`config.mk`:
```
export PLATFORM = sky130hd
export DESIGN_NAME = lut_dpram
export DESIGN_NICKNAME = d
export VERILOG_FILES = /design/src/rtl/lut_dpram_pkg.sv /design/src/rtl/lut_bank.sv /design/src/rtl/lut_rd_stage.sv /design/src/rtl/lut_dpram.sv
export SDC_FILE = /design/constraint.sdc
export NUM_CORES = 1
export LEC_CHECK = 0
export BUFFER_PORTS_ARGS = -buffer_cell sky130_fd_sc_hd__buf_2
export CORE_MARGIN = 2
export CORE_UTILIZATION = 45
export DETAILED_ROUTE_END_ITERATION = 6
export GPL_TIMING_DRIVEN = 0
export PLACE_DENSITY = 0.72
export SYNTH_ARGS = -nofsm -noshare
export SYNTH_HDL_FRONTEND = slang
export SYNTH_SLANG_ARGS = --single-unit
```
`constraint.sdc`:
```
create_clock -name clk_i -period 1.48 [get_ports clk_i]
set_input_delay 0.074 -clock clk_i [delete_from_list [all_inputs] [get_ports clk_i]]
set_output_delay 0.074 -clock clk_i [all_outputs]
set_load 0.005 [all_outputs]
```
`src/rtl/lut_dpram_pkg.sv`:
```
package lut_dpram_pkg;
  localparam int unsigned BANK_AW    = 4;
  localparam int unsigned BANK_DEPTH = 1 << BANK_AW;
endpackage

```
`src/rtl/lut_bank.sv`:
```
module lut_bank
  import lut_dpram_pkg::*;
#(
  parameter int unsigned DATA_W       = 4,
  parameter bit          CLEAR_ON_RST = 1'b1
) (
  input  logic               clk_i,
  input  logic               rst_ni,
  input  logic               we_i,
  input  logic [BANK_AW-1:0] waddr_i,
  input  logic [DATA_W-1:0]  wdata_i,
  input  logic [BANK_AW-1:0] raddr_i,
  output logic [DATA_W-1:0]  wrd_o,
  output logic [DATA_W-1:0]  rrd_o
);
  logic [DATA_W-1:0] mem_q [BANK_DEPTH];

  if (CLEAR_ON_RST) begin : g_clr
    always_ff @(posedge clk_i or negedge rst_ni) begin
      if (!rst_ni) begin
        for (int i = 0; i < BANK_DEPTH; i++) mem_q[i] <= '0;
      end else if (we_i) begin
        mem_q[waddr_i] <= wdata_i;
      end
    end
  end else begin : g_noclr
    always_ff @(posedge clk_i) begin
      if (we_i) mem_q[waddr_i] <= wdata_i;
    end
  end

  // asynchronous reads
  assign wrd_o = mem_q[waddr_i];
  assign rrd_o = mem_q[raddr_i];

  // an enabled edge stores the presented word
  a_r1_write: assert property (@(posedge clk_i) disable iff (!rst_ni)
    we_i |=> mem_q[$past(waddr_i)] == $past(wdata_i));

  // no enable, same address -> read word unchanged
  a_r2_hold: assert property (@(posedge clk_i) disable iff (!rst_ni)
    !we_i ##1 (waddr_i == $past(waddr_i)) |-> wrd_o == $past(wrd_o));
endmodule

```
`src/rtl/lut_rd_stage.sv`:
```
module lut_rd_stage #(
  parameter int unsigned DATA_W       = 4,
  parameter bit          OUT_REG      = 1'b0,
  parameter bit          CLEAR_ON_RST = 1'b1
) (
  input  logic              clk_i,
  input  logic              rst_ni,
  input  logic [DATA_W-1:0] d_i,
  output logic [DATA_W-1:0] q_o
);
  if (OUT_REG) begin : g_reg
    logic [DATA_W-1:0] q_q;
    if (CLEAR_ON_RST) begin : g_clr
      always_ff @(posedge clk_i or negedge rst_ni) begin
        if (!rst_ni) q_q <= '0;
        else         q_q <= d_i;
      end
    end else begin : g_noclr
      always_ff @(posedge clk_i) q_q <= d_i;
    end
    assign q_o = q_q;
  end else begin : g_comb
    assign q_o = d_i;
  end
endmodule

```
`src/rtl/lut_dpram.sv`:
```
module lut_dpram
  import lut_dpram_pkg::*;
#(
  parameter int unsigned DATA_W       = 4,
  parameter bit          STACK2       = 1'b0,
  parameter bit          OUT_REG      = 1'b0,
  parameter bit          CLEAR_ON_RST = 1'b1,
  localparam int unsigned ADDR_W      = STACK2 ? BANK_AW + 1 : BANK_AW
) (
  input  logic              clk_i,
  input  logic              rst_ni,
  input  logic              we_i,
  input  logic [ADDR_W-1:0] waddr_i,
  input  logic [DATA_W-1:0] wdata_i,
  input  logic [ADDR_W-1:0] raddr_i,
  output logic [DATA_W-1:0] wport_rdata_o,
  output logic [DATA_W-1:0] rport_rdata_o
);
  logic [DATA_W-1:0] wrd_mux, rrd_mux;

  if (STACK2) begin : g_stack
    logic [1:0]        bank_we;
    logic [DATA_W-1:0] wrd_b [2];
    logic [DATA_W-1:0] rrd_b [2];

    for (genvar b = 0; b < 2; b++) begin : g_bank
      assign bank_we[b] = we_i && (waddr_i[ADDR_W-1] == 1'(b));
      lut_bank #(.DATA_W(DATA_W), .CLEAR_ON_RST(CLEAR_ON_RST)) u_bank (
        .clk_i   (clk_i),
        .rst_ni  (rst_ni),
        .we_i    (bank_we[b]),
        .waddr_i (waddr_i[BANK_AW-1:0]),
        .wdata_i (wdata_i),
        .raddr_i (raddr_i[BANK_AW-1:0]),
        .wrd_o   (wrd_b[b]),
        .rrd_o   (rrd_b[b])
      );
    end

    assign wrd_mux = wrd_b[waddr_i[ADDR_W-1]];
    assign rrd_mux = rrd_b[raddr_i[ADDR_W-1]];

    // at most one bank takes a write
    a_r7_bank_sel: assert property (@(posedge clk_i) disable iff (!rst_ni)
      $onehot0(bank_we) && (we_i -> (bank_we != 2'b00)));
  end else begin : g_single
    lut_bank #(.DATA_W(DATA_W), .CLEAR_ON_RST(CLEAR_ON_RST)) u_bank (
      .clk_i   (clk_i),
      .rst_ni  (rst_ni),
      .we_i    (we_i),
      .waddr_i (waddr_i),
      .wdata_i (wdata_i),
      .raddr_i (raddr_i),
      .wrd_o   (wrd_mux),
      .rrd_o   (rrd_mux)
    );
  end

  lut_rd_stage #(.DATA_W(DATA_W), .OUT_REG(OUT_REG), .CLEAR_ON_RST(CLEAR_ON_RST)) u_wstage (
    .clk_i (clk_i), .rst_ni (rst_ni), .d_i (wrd_mux), .q_o (wport_rdata_o)
  );
  lut_rd_stage #(.DATA_W(DATA_W), .OUT_REG(OUT_REG), .CLEAR_ON_RST(CLEAR_ON_RST)) u_rstage (
    .clk_i (clk_i), .rst_ni (rst_ni), .d_i (rrd_mux), .q_o (rport_rdata_o)
  );

  if (OUT_REG) begin : g_chk_reg
    // written word reaches the output one edge after the write
    a_r6_latency: assert property (@(posedge clk_i) disable iff (!rst_ni)
      we_i ##1 (waddr_i == $past(waddr_i)) ##1 (waddr_i == $past(waddr_i))
        |-> wport_rdata_o == $past(wdata_i, 2));
  end else begin : g_chk_comb
    // written word visible right after the edge
    a_r5_fwd: assert property (@(posedge clk_i) disable iff (!rst_ni)
      we_i ##1 (waddr_i == $past(waddr_i)) |-> wport_rdata_o == $past(wdata_i));
  end
endmodule

```
==> summary.md <==
| Metric | Value |
|---|---|
| Status | complete, but fails checks |
| Failing checks | setup timing |
| Clock transition at path regs | about 0.060 ns |
| Multiplexer share of the synthesized area | 41.3% |
| DP HPWL | 5900 um |
| CP Cell Sequence | mux4_2, a22oi_2, nand3_1, buf_2 |
| Synth top area share | 45.9% |
| Core Region | between 7000 and 8000 um2 |
| Clock Tree Buf Depth | 2 |
| CP startpoint kind | flip-flop |
| WL final | 8100 um |
| First-pass GRT wire length | 13,000 um |
| PortBufs | 19 |
| Final-report hold violation count | 0 |
| Worst Skew | 0 ns |
| Synth area leaders | dfrtp_1 (46%), mux2_2 (21%), mux4_2 (21%), nand3_1 (2.6%), nor3_2 (1.7%) |
| DR WL/cell | 21.4 um |
| GRT Total Usage | about a fifth |
| Routed vias/inst | 5.86 |
| Post-synthesis adder-cell area fraction | 0% |
| H-tree depth | 3 |
| Initial antenna violation count | 0 |
| Async SR Flop Fraction | 100% |
| Final setup fails | 8 |
| Crit end category | output pin |
| Compound-Gate Fraction of Synth Area | ~1.7% |
| GR Overflow Total | 0 |
| Leak Pwr | 1.63 nW |
| CTS buffer count | 9 |
| Worst min-delay path class | in2reg |
| PD cells | ~1300 nW/um2 |
| Syn Inst Count | 239 |
| Largest net degree at the start of global routing | 65 |
| Post-synthesis register bit count | 64 |
| Tcrit/Tclk final | 122% |
| Combinational family with the most area after synthesis | multiplexers |
| Post-synth top flop | dfrtp_1 |
| CTS root buffer | clkbuf_8 |
| Die Area | 8480 um2 |
| Rel. slew slack | roughly 46% |
| Number of detailed-route iterations in the first pass | 4 |
| Placer Congestion | 0.911 |
| Synthesized cell area | 3490 um2 |
| Area leader, netlist | dfrtp_1 |
| Clk network pwr share | 28.8% |
| Xor/xnor share of the synthesized area | 0% |
| Mapped Avg Cell Area | 14.6 um2 |
| CP arrival | 1.73 ns |
| Clock sink total | 64 |
| Top reg by flops | g_single.u_bank.mem_q |
| MaxCap Viol Count | 0 |
| Comb power frac | 24.8% |
| Clk_lat worst skew | 0.34 ns |
| Reg power frac | between 40 and 50% |
| Largest register FFs | 64 |
| CP Max Fanout | 3 |
| CP max stage delay | between 0.5 and 0.6 ns |
| DR iter-0 viols | between 150 and 200 |
| Initial Util | 45.9% |
| Slew @ Worst Pin | around 0.8 ns |
| Post-synth top cells | dfrtp_1 (64), mux2_2 (64), mux4_2 (32), nand3_1 (18), nand2_1 (12) |
| Synthesized Nets | 254 |
| Number of diodes | 0 |
| Post-layout minimum cycle time | around 1.8 ns |
| Regs by FF count | g_single.u_bank.mem_q (64) |
| Synth Area in Simple Gates | 8.89% |
| Worst EP required | 1.41 ns |
| Die Y | 92.1 um |
| Fmax | 553 MHz |
| Die width | 92.1 um |
| FILL cells | 660 |
| TNS Setup | -2.25 ns |
| Layout Cells excl Fill | 378 |
| Setup Crit Path Kind | reg2out |
| Area Overhead vs Synth | 14.1% |
| RSZ-0062 raised after global routing | yes |
| CTS tree | done |
| Drt drc | 0 |
| Site Rows | 32 |
| Internal power | 3.83 mW |
| Net Sw Power | 1.46 mW |
| Number of flops mapped to enable cells by yosys | 0 |
| Layout cell share with drive strength beyond 1 | 56.9% |
| Count of different cell masters after synthesis | 17 |
| Share of the yosys chip area belonging to registers | 45.9% |
| Io pins | 23 |
| Synth warnings | 0 |
| Peak supply drop | 0.000735 V |
| Routed via count | between 2,000 and 2,500 |
| # nets final | 286 |
| Switching Share | 27.7% |
| Placed cells | 360 |
| Slowest-stage cell, CP | mux4_2 |
| Vias in the first global route | 2,376 |
| Max-slew violation count | 0 |
| Final ANT Viol Nets | 0 |
| Crit path setup slack, layout | -0.327 ns |
-- final timing paths --
path / slack [ns] / start / end / cells past startpoint
max: -0.33 / g_single.u_bank.mem_q[48] / rport_rdata_o[0] / 4
min: 0.05 / wdata_i[3] / g_single.u_bank.mem_q[3] / 2
max reg2reg: 0.58 / g_single.u_bank.mem_q[53] / g_single.u_bank.mem_q[53] / 2
min reg2reg: 0.53 / g_single.u_bank.mem_q[21] / g_single.u_bank.mem_q[21] / 1
max in group asynchronous: 0.59 / rst_ni / g_single.u_bank.mem_q[7] / 2
min in group asynchronous: 0.36 / rst_ni / g_single.u_bank.mem_q[40] / 2
-- routing by layer --
metal | GRT usage [%] | share of wire [%]
met3 | 5.42 | 4.8
met1 | 28.2 | 44
met2 | 32.8 | 49
met4 | 9.58 | 2.1
met5 | 0 | 0
-- per-stage QoR --
stage               total power [mW]  worst slack, ns  util [%]  hold WS [ns]  cell area [um2]
floorplan                       3.32            0.209         -        -0.222             3490
global placement                3.66           -0.245      48.8         0.396             3710
detailed placement              3.74           -0.236      48.9         0.221             3720
CTS                             5.31           -0.337      52.2        0.0319             3970
global route                    5.54           -0.366      52.4        0.0527             3980
finish                          5.29           -0.327      52.4        0.0489             3980
-- final cells by class --
type                            instances  area, um2  area share [%]
Timing Repair Buffer                   21        115            2.89
Buffer                                 15       78.8            1.98
Clock buffer                           13        159            3.99
Clock inverter                          3       40.0            1.01
Multi-Input combinational cell        160       1860            46.7
Tap cell                              102        128            3.20
Sequential cell                        64       1600            40.2
-- logic make-up (layout without fill, tap and decap cells) --
| group | after synthesis | count (layout) |
|---|---|---|
| multiplexers | 96 | 96 |
| flip-flops | 64 | 64 |
| AND/OR/NAND/NOR | 56 | 56 |
| buffers and inverters | 15 | 52 |
| AO/OA/AOI/OAI | 8 | 8 |
-- what timing repair did --
item,4_1_cts,5_1_grt
buffers inserted,1,0
hold endpoints to repair,64,0
resized for setup,8,2
hold buffers,1,0
pin swaps,12,3
endpoints found under the setup margin,8,8
-- power by group through the flow --
stage / clock [mW] / sequential, mW / combinational [mW]
finish: 1.52 / 2.46 / 1.31
global route: 1.61 / 2.51 / 1.41
CTS: 1.55 / 2.45 / 1.31
detailed placement: 0 / 2.48 / 1.26
floorplan: 0 / 2.37 / 0.946
global placement: 0 / 2.44 / 1.23
-- worst max-delay path, delay by kind of cell, from the launching register on --
kind                   cells  cell delay (ns)
muxes                      1             0.51
DFF                        1             0.40
AOI/OAI and AO/OA          1             0.21
and+or+nand+nor            1             0.12
buffers and inverters      1             0.15
-- placed cells by master (no fill, tap or decap) --
cell type	count
bufinv_16	1
nor3_2	6
nand2b_1	3
dlygate4sd3_1	1
clkbuf_8	11
clkinv_2	2
nor4_2	1
a22oi_2	8
clkbuf_1	7
mux2_2	64
or3_1	1
dfrtp_1	64
nor2b_1	4
nand3_2	2
nor3b_1	1
mux4_2	32
nand3_1	16
nand2_1	12
buf_4	6
buf_2	24
nand3b_1	2
nor2_1	8
Power figures use the tool's default switching activity.
